===== src/rtl/rxd_pkg.sv =====
`timescale 1ns/1ps
package rxd_pkg;
  typedef enum logic [2:0] {
    ST_IDLE = 3'd0,
    ST_LOAD = 3'd1,
    ST_RECV = 3'd2,
    ST_DROP = 3'd3,
    ST_DONE = 3'd4
  } rxd_state_e;

  localparam int FLG_SOP = 31;
  localparam int FLG_EOP = 30;
  localparam int FLG_OWN = 29;
  localparam int FLG_EOQ = 28;
  localparam int FLG_ERR = 26;
  localparam logic [31:0] TEARDOWN_MARK = 32'hFFFF_FFFC;
endpackage


===== src/rtl/rxd_desc_ram.sv =====
`timescale 1ns/1ps
module rxd_desc_ram #(
  parameter int DESC_WORDS = 64,
  localparam int DAW = $clog2(DESC_WORDS)
) (
  input  logic                  clk,
  input  logic                  sw_we,
  input  logic [DAW-1:0]        sw_waddr,
  input  logic [31:0]           sw_wdata,
  input  logic [DAW-1:0]        sw_raddr,
  output logic [31:0]           sw_rdata,
  input  logic [DAW-3:0]        hw_idx,
  output logic [3:0][31:0]      hw_words,
  input  logic                  hw_we,
  input  logic [1:0]            hw_sel,
  input  logic [31:0]           hw_wdata
);
  logic [31:0] mem [DESC_WORDS];

  // hardware write-back takes precedence over a software write in the same cycle
  always_ff @(posedge clk) begin
    if (hw_we) begin
      mem[{hw_idx, hw_sel}] <= hw_wdata;
    end else if (sw_we) begin
      mem[sw_waddr] <= sw_wdata;
    end
  end

  assign sw_rdata = mem[sw_raddr];

  for (genvar g = 0; g < 4; g++) begin : g_word
    assign hw_words[g] = mem[{hw_idx, 2'(g)}];
  end
endmodule


===== src/rtl/rxd_buf_ram.sv =====
`timescale 1ns/1ps
module rxd_buf_ram #(
  parameter int BUF_BYTES = 256,
  localparam int BAW = $clog2(BUF_BYTES)
) (
  input  logic           clk,
  input  logic           we,
  input  logic [BAW-1:0] waddr,
  input  logic [7:0]     wdata,
  input  logic [BAW-1:0] raddr,
  output logic [7:0]     rdata
);
  logic [7:0] mem [BUF_BYTES];

  always_ff @(posedge clk) begin
    if (we) begin
      mem[waddr] <= wdata;
    end
  end

  assign rdata = mem[raddr];
endmodule


===== src/rtl/rxd_ctrl.sv =====
`timescale 1ns/1ps
module rxd_ctrl
  import rxd_pkg::*;
#(
  parameter int DAW = 6,
  parameter int BAW = 8,
  parameter int OVW = 8
) (
  input  logic                  clk,
  input  logic                  rst_n,
  input  logic                  head_we,
  input  logic [31:0]           head_wdata,
  input  logic                  cp_we,
  input  logic [31:0]           cp_wdata,
  output logic [31:0]           cp_rdata,
  input  logic                  teardown,
  input  logic [15:0]           max_len,
  input  logic                  s_valid,
  input  logic [7:0]            s_data,
  input  logic                  s_last,
  output logic                  s_ready,
  output logic [DAW-3:0]        desc_idx,
  input  logic [3:0][31:0]      desc_words,
  output logic                  dhw_we,
  output logic [1:0]            dhw_sel,
  output logic [31:0]           dhw_wdata,
  output logic                  bw_we,
  output logic [BAW-1:0]        bw_addr,
  output logic [7:0]            bw_data,
  output logic                  active,
  output logic                  irq_raw,
  output logic [OVW-1:0]        overrun_cnt
);
  rxd_state_e  state_q, state_d;
  logic [31:0] cur_q, cur_d, nxt_q, nxt_d, bufp_q, bufp_d;
  logic [31:0] cp_q, cp_d, last_q, last_d;
  logic [15:0] blen_q, blen_d, cnt_q, cnt_d;
  logic        irq_q, irq_d;
  logic [OVW-1:0] ovr_q, ovr_d;
  logic        owned;
  logic [31:0] done_flags;
  logic        unused_bits;

  assign desc_idx = cur_q[DAW+1:4];
  assign owned    = desc_words[3][FLG_OWN];
  assign bw_addr  = bufp_q[BAW-1:0] + cnt_q[BAW-1:0];
  assign bw_data  = s_data;
  assign dhw_sel  = 2'd3;
  assign unused_bits = ^{cur_q[31:DAW+2], cur_q[3:0], bufp_q[31:BAW],
                         desc_words[2][31:16], desc_words[3]};

  always_comb begin
    done_flags          = '0;
    done_flags[15:0]    = cnt_q;
    done_flags[FLG_SOP] = 1'b1;
    done_flags[FLG_EOP] = 1'b1;
    done_flags[FLG_EOQ] = (nxt_q == '0);
    done_flags[FLG_ERR] = (cnt_q > max_len);
  end

  // next-state process
  always_comb begin
    state_d   = state_q;
    cur_d     = cur_q;
    nxt_d     = nxt_q;
    bufp_d    = bufp_q;
    blen_d    = blen_q;
    cnt_d     = cnt_q;
    cp_d      = cp_q;
    last_d    = last_q;
    irq_d     = irq_q;
    ovr_d     = ovr_q;
    dhw_we    = 1'b0;
    dhw_wdata = done_flags;
    bw_we     = 1'b0;

    if (cp_we) begin
      cp_d = cp_wdata;
      if (cp_wdata == last_q) irq_d = 1'b0;
    end

    unique case (state_q)
      ST_IDLE: begin
        if (head_we && head_wdata != '0) begin
          cur_d   = head_wdata;
          state_d = ST_LOAD;
        end
      end
      ST_LOAD: begin
        if (owned) begin
          nxt_d   = desc_words[0];
          bufp_d  = desc_words[1];
          blen_d  = desc_words[2][15:0];
          cnt_d   = '0;
          state_d = ST_RECV;
        end else if (s_valid) begin
          state_d = ST_DROP;
        end
      end
      ST_RECV: begin
        if (s_valid) begin
          bw_we = (cnt_q < blen_q);
          if (cnt_q != '1) cnt_d = cnt_q + 1'b1;
          if (s_last) state_d = ST_DONE;
        end
      end
      ST_DROP: begin
        if (s_valid && s_last) begin
          ovr_d   = ovr_q + 1'b1;
          state_d = ST_LOAD;
        end
      end
      ST_DONE: begin
        dhw_we = 1'b1;
        irq_d  = 1'b1;
        last_d = cur_q;
        if (nxt_q == '0) begin
          state_d = ST_IDLE;
        end else begin
          cur_d   = nxt_q;
          state_d = ST_LOAD;
        end
      end
      default: state_d = ST_IDLE;
    endcase

    if (teardown) begin
      state_d = ST_IDLE;
      cp_d    = TEARDOWN_MARK;
      dhw_we  = 1'b0;
      bw_we   = 1'b0;
    end
  end

  // register process
  always_ff @(posedge clk or negedge rst_n) begin
    if (!rst_n) begin
      state_q <= ST_IDLE;
      cur_q   <= '0;
      nxt_q   <= '0;
      bufp_q  <= '0;
      blen_q  <= '0;
      cnt_q   <= '0;
      cp_q    <= '0;
      last_q  <= '0;
      irq_q   <= 1'b0;
      ovr_q   <= '0;
    end else begin
      state_q <= state_d;
      cur_q   <= cur_d;
      nxt_q   <= nxt_d;
      bufp_q  <= bufp_d;
      blen_q  <= blen_d;
      cnt_q   <= cnt_d;
      cp_q    <= cp_d;
      last_q  <= last_d;
      irq_q   <= irq_d;
      ovr_q   <= ovr_d;
    end
  end

  assign s_ready     = (state_q == ST_RECV) || (state_q == ST_DROP);
  assign active      = (state_q != ST_IDLE);
  assign cp_rdata    = cp_q;
  assign irq_raw     = irq_q;
  assign overrun_cnt = ovr_q;

  AST_EOQ_STOPS: assert property (@(posedge clk) disable iff (!rst_n)
    (dhw_we && dhw_wdata[FLG_EOQ]) |=> !active);
  AST_IRQ_ON_DONE: assert property (@(posedge clk) disable iff (!rst_n)
    dhw_we |=> irq_raw);
  AST_TEARDOWN_MARK: assert property (@(posedge clk) disable iff (!rst_n)
    teardown |=> (cp_rdata == TEARDOWN_MARK && !active));
  AST_ZERO_HEAD_IDLE: assert property (@(posedge clk) disable iff (!rst_n)
    (!active && head_we && head_wdata == '0 && !teardown) |=> !active);
  AST_OVR_STEP: assert property (@(posedge clk) disable iff (!rst_n)
    (overrun_cnt != $past(overrun_cnt)) |-> (overrun_cnt == $past(overrun_cnt) + 1'b1));
endmodule


===== src/rtl/rxdma_chan.sv =====
`timescale 1ns/1ps
module rxdma_chan #(
  parameter int DESC_WORDS = 64,
  parameter int BUF_BYTES  = 256,
  parameter int OVW        = 8
) (
  input  logic                          clk,
  input  logic                          rst_n,
  input  logic                          dsc_wr_en,
  input  logic [$clog2(DESC_WORDS)-1:0] dsc_wr_addr,
  input  logic [31:0]                   dsc_wr_data,
  input  logic [$clog2(DESC_WORDS)-1:0] dsc_rd_addr,
  output logic [31:0]                   dsc_rd_data,
  input  logic [$clog2(BUF_BYTES)-1:0]  buf_rd_addr,
  output logic [7:0]                    buf_rd_data,
  input  logic                          head_wr_en,
  input  logic [31:0]                   head_wr_data,
  input  logic                          cpl_wr_en,
  input  logic [31:0]                   cpl_wr_data,
  output logic [31:0]                   cpl_rd_data,
  input  logic                          teardown_req,
  input  logic [15:0]                   max_len,
  input  logic                          in_valid,
  input  logic [7:0]                    in_data,
  input  logic                          in_last,
  output logic                          in_ready,
  output logic                          chan_active,
  output logic                          irq_raw,
  output logic [OVW-1:0]                overrun_cnt
);
  localparam int DAW = $clog2(DESC_WORDS);
  localparam int BAW = $clog2(BUF_BYTES);

  logic [DAW-3:0]   desc_idx;
  logic [3:0][31:0] desc_words;
  logic             dhw_we;
  logic [1:0]       dhw_sel;
  logic [31:0]      dhw_wdata;
  logic             bw_we;
  logic [BAW-1:0]   bw_addr;
  logic [7:0]       bw_data;

  rxd_desc_ram #(.DESC_WORDS(DESC_WORDS)) u_desc (
    .clk      (clk),
    .sw_we    (dsc_wr_en),
    .sw_waddr (dsc_wr_addr),
    .sw_wdata (dsc_wr_data),
    .sw_raddr (dsc_rd_addr),
    .sw_rdata (dsc_rd_data),
    .hw_idx   (desc_idx),
    .hw_words (desc_words),
    .hw_we    (dhw_we),
    .hw_sel   (dhw_sel),
    .hw_wdata (dhw_wdata)
  );

  rxd_buf_ram #(.BUF_BYTES(BUF_BYTES)) u_buf (
    .clk   (clk),
    .we    (bw_we),
    .waddr (bw_addr),
    .wdata (bw_data),
    .raddr (buf_rd_addr),
    .rdata (buf_rd_data)
  );

  rxd_ctrl #(.DAW(DAW), .BAW(BAW), .OVW(OVW)) u_ctrl (
    .clk         (clk),
    .rst_n       (rst_n),
    .head_we     (head_wr_en),
    .head_wdata  (head_wr_data),
    .cp_we       (cpl_wr_en),
    .cp_wdata    (cpl_wr_data),
    .cp_rdata    (cpl_rd_data),
    .teardown    (teardown_req),
    .max_len     (max_len),
    .s_valid     (in_valid),
    .s_data      (in_data),
    .s_last      (in_last),
    .s_ready     (in_ready),
    .desc_idx    (desc_idx),
    .desc_words  (desc_words),
    .dhw_we      (dhw_we),
    .dhw_sel     (dhw_sel),
    .dhw_wdata   (dhw_wdata),
    .bw_we       (bw_we),
    .bw_addr     (bw_addr),
    .bw_data     (bw_data),
    .active      (chan_active),
    .irq_raw     (irq_raw),
    .overrun_cnt (overrun_cnt)
  );
endmodule


===== config.mk =====
export PLATFORM = sky130hd
export DESIGN_NAME = rxdma_chan
export DESIGN_NICKNAME = d
export VERILOG_FILES = /design/src/rtl/rxd_pkg.sv /design/src/rtl/rxd_desc_ram.sv /design/src/rtl/rxd_buf_ram.sv /design/src/rtl/rxd_ctrl.sv /design/src/rtl/rxdma_chan.sv
export SDC_FILE = /design/constraint.sdc
export NUM_CORES = 2
export LEC_CHECK = 0
export BUFFER_PORTS_ARGS = -buffer_cell sky130_fd_sc_hd__buf_2
export CORE_MARGIN = 10
export CORE_UTILIZATION = 45
export DETAILED_ROUTE_END_ITERATION = 16
export MAX_ROUTING_LAYER = met4
export PLACE_DENSITY_LB_ADDON = 0.2
export SYNTH_ARGS = -nofsm -noshare
export SYNTH_HDL_FRONTEND = slang
export SYNTH_SLANG_ARGS = --single-unit

===== constraint.sdc =====
create_clock -name clk -period 6 [get_ports clk]
set_input_delay 0.3 -clock clk [delete_from_list [all_inputs] [get_ports clk]]
set_output_delay 0.3 -clock clk [all_outputs]
set_load 0.05 [all_outputs]

==> summary.txt <==
CTS
  • Skew-Pair Late Insertion Delay: 0.97 ns
  • CTS tree: built
  • Clock sink total: 4276
  • CTS H-Tree Depth: 5
  • CTS Buf Count: 438
  • Clock buffer depth: 4
  • Clock Tree Root: clkbuf_16
  • Clock slew at reported path FFs: 0.06 ns

Worst setup path
  • Worst path required time: 6.55 ns
  • Worst Setup End Kind: register
  • Reg-to-Reg Start: u_ctrl.cnt_q[1]$_DFFE_PN0P_
  • Crit path buffers/inverters: 0
  • Kind of cell adding the most delay to the critical path: simple AND/OR/NAND/NOR gates
  • CP most frequent cell: a21oi_1
  • WP data arrival: 5.31 ns
  • Crit path kind: register to register
  • Crit path from: u_ctrl.cnt_q[1]$_DFFE_PN0P_
  • CP peak stage delay: 1.17 ns
  • R2R depth: 8
  • Crit-path max FO: 16
  • Critical-path cell list: ha_1 -> a21o_1 -> a21oi_1 -> o21ai_1 -> a21oi_1 -> xor2_2 -> nand2_1 -> nor3_1
  • Startpoint type of the worst setup path: register
  • Crit-path slowest cell: nor3_1
  • R2r setup slk: 1.24 ns
  • R2R Path End: u_buf.mem[7][3]$_DFFE_PP_

Final layout
  • Commonest cells after routing, fill and taps aside: edfxtp_1, mux4_2, clkbuf_16
  • Fill count: 29.6k
  • Layout net count: 8738
  • Final Non-Filler Cells: 14.0k
  • Share of layout cells above drive strength 1: 0.325
  • Area Growth Syn to Fin: 14.4%
  • FF+latch area: 128000 um^2
  • Final core utilization: 0.518
  • Area occupied by multi-input gates: 43900 um^2
  • Commonest non-fill, non-tap cell in the layout: edfxtp_1

Global routing
  • Met1 global-route usage: 0.334
  • Grt peak-use layer: met2
  • Largest net degree at the start of global routing: 148
  • First-pass GRT wire length: 713000 um
  • Met3 usage: 0.0477
  • Global routing usage on met2: 0.397
  • Grt total ovfl: 0
  • Gr usage total: 0.251
  • Initial antenna violation count: 51
  • Vias in the first global route: 89.3k

Floorplanning
  • Std-Cell Core Area: 383000 um^2
  • I/O pin count: 231
  • Chip height: 641 um
  • FP Rows: 227
  • Die ar.: 410000 um^2
  • Initial core utilization: 0.453
  • Die Wd: 641 um

Synth
  • Avg Synthesized Cell Area: 21.9 um^2
  • Mapped Area: 173000 um^2
  • Syn Nets: 8112
  • Main combinational cell family by area after synthesis: multiplexers
  • Synth Area in XOR/XNOR: 0.00308
  • Ys Warns: 0
  • Synthesized flop and latch total: 4276
  • Register area share after synthesis: 0.736
  • Cells after Synth: 7923
  • Top FF cell, synth: edfxtp_1
  • Synth cell types: 61
  • Share of synthesized cell area in full adder, half adder and majority cells: 0.00300
  • Synth Area in Compound Gates: 0.0153
  • Asr flop ratio synth: 0.0421
  • Post-synth EDFFs: 4096
  • Simple-gate portion of the synthesized area: 0.0256
  • Mux cell area share after synthesis: 0.202

Routing
  • Avg WL per Cell: 36.3 um
  • DRT iter0 DRCs: 12.6k
  • Via count of the routed design: 89.1k
  • Via density: 6.37
  • Final antenna-violating net count: 0
  • First-pass DRT Iterations: 6
  • Drt drc: 0
  • Final WL: 508000 um

Pwr
  • Combinational power share: 0.158
  • Power per cell area: 369 nW/um^2
  • Clock power share: 0.375
  • Max rail drop VDD: 0.300 mV
  • P_leak: 62.9 nW
  • Net Sw Frac: 0.270
  • Pint: 53.4 mW
  • Part of the power in registers: 0.467
  • Sw power: 19.8 mW

Timing
  • Final setup TNS: 0 ns
  • Final Setup Violations: 0
  • Final hold violation count: 0
  • Actual slew at the worst max-slew pin: 1.37 ns
  • Worst slew margin: 0.0789
  • Final setup skew: 0.0438 ns
  • Final period util: 0.794
  • Post-layout min period: 4.76 ns
  • RSZ-0062 raised after global routing: no
  • Max-slew violations: 0
  • Max Fclk: 0.210 GHz

Hold path
  • WHS Path Cells: 1
  • Hold Path Class: primary input to register
  • Hold endpoint: u_buf.mem[205][3]$_DFFE_PP_
  • Hold Startpoint: in_data[3]

Placed design
  • Dpl hpwl: 320000 um
  • IO Port Bufs: 230
  • Dpl cells: 13.1k
  • Placer Congestion: 0.886

Flow run
  • Max cap viols: 0

Run status
  • Status: finished, final reports clean
layer usage:
metal / vias to the layer above / wire length, um
li1: 35100 / -
met1: 48400 / 195000
met2: 4854 / 249000
met3: 767 / 46000
met4: 0 / 17800
met5: - / 0
stage by stage:
step | setup slack (ns) | instance area, um^2 | total power, mW | hold slack [ns]
2_1_floorplan | 1.33 | 173000 | 41.0 | 0.00441
3_3_place_gp | 1.28 | 183000 | 46.2 | 0.414
3_5_place_dp | 1.33 | 183000 | 46.3 | 0.416
4_1_cts | 1.27 | 198000 | 73.5 | 0.0111
5_1_grt | 0.980 | 198000 | 75.2 | 0.0549
6_report | 1.24 | 198000 | 73.2 | 0.0209
worst register-to-register path: cells and delay by family (launching register included):
family,cells,cell delay [ns]
and+or+nand+nor,2,2.01
DFF,1,0.45
adders and majority gates,1,0.32
AOI/OAI and AO/OA,4,1.21
xor gates and xnor gates,1,0.34
area by class of cell:
| type | instances | area share |
|---|---|---|
| Antenna cell | 37 | 0.000467 |
| Tap cell | 5038 | 0.0318 |
| Timing Repair Buffer | 703 | 0.0298 |
| Clock inverter | 265 | 0.0138 |
| Multi-Input combinational cell | 3082 | 0.221 |
| Clock buffer | 540 | 0.0586 |
| Inverter | 48 | 0.000909 |
| Sequential cell | 4276 | 0.643 |
timing repair:
| action | 4_1_cts | 5_1_grt |
|---|---|---|
| resized for setup | 0 | 0 |
| endpoints found under the hold margin | 325 | 0 |
| setup buffers | 0 | 0 |
| hold buffers | 78 | 0 |
how the worst max path moves through the flow:
stage	end	cells past startpoint
3_5_place_dp	u_buf.mem[7][4]$_DFFE_PP_	8
6_report	u_buf.mem[7][3]$_DFFE_PP_	8
2_1_floorplan	u_desc.mem[0][0]$_DFFE_PP_	7
5_1_grt	u_buf.mem[7][5]$_DFFE_PP_	8
3_3_place_gp	u_buf.mem[108][4]$_DFFE_PP_	9
4_1_cts	u_buf.mem[7][4]$_DFFE_PP_	8
sequential cells by signal (all words and copies together) (netlist names):
signal              flops
u_ctrl.cur_q           32
u_ctrl.last_q          32
u_ctrl.overrun_cnt      8
u_ctrl.blen_q          16
u_ctrl.nxt_q           32
u_ctrl.cp_rdata        32
u_ctrl.cnt_q           16
u_buf.mem            2048
u_ctrl.irq_raw          1
u_ctrl.state_q          3
u_ctrl.bufp_q           8
u_desc.mem           2048
power groups by stage:
stage / sequential (mW) / combinational (mW) / clock, mW
final: 34.2 / 11.6 / 27.4
after global routing: 34.2 / 12.0 / 29.0
after CTS: 34.2 / 11.5 / 27.8
after detailed placement: 34.8 / 11.5 / 0
after global placement: 34.8 / 11.4 / 0
after floorplan: 34.5 / 6.45 / 0
Yosys cell counts (6+ instances only):
library cell	count	area, um^2
o221ai_1	18	158
o21ai_0	53	265
mux4_2	1480	33300
xnor2_1	50	438
a31oi_1	46	288
buf_1	33	124
buf_2	142	711
buf_6	19	214
mux2_2	47	529
nor4_1	25	156
xor2_1	9	78.8
edfxtp_1	4096	123000
ha_1	40	500
a211o_1	30	263
nand3b_1	9	67.6
and2_1	16	100
nand3_1	53	265
or3_1	12	75.1
a211oi_1	24	180
and3_1	9	56.3
o22ai_1	35	219
o211ai_1	6	45.0
dfrtp_1	180	4500
mux2i_1	118	1180
clkbuf_1	281	1050
a21o_1	9	67.6
a22oi_1	87	653
nand2b_1	8	50.1
nand4_1	41	257
nor2_1	140	526
buf_4	42	315
nor2b_1	44	275
a21oi_1	54	270
nand2_1	295	1110
nor3_1	281	1410
inv_1	48	180
cells by family (layout without fill, tap and decap cells):
| kind of cell | after synthesis | in the layout |
|---|---|---|
| flops | 4276 | 4276 |
| mux | 1645 | 1645 |
| simple gates | 945 | 945 |
| buf+inv | 565 | 1556 |
| compound gates | 391 | 391 |
| xor+xnor | 60 | 60 |
| fa+ha+maj | 41 | 41 |
| other cells | 0 | 37 |
Power figures use the tool's default switching activity.
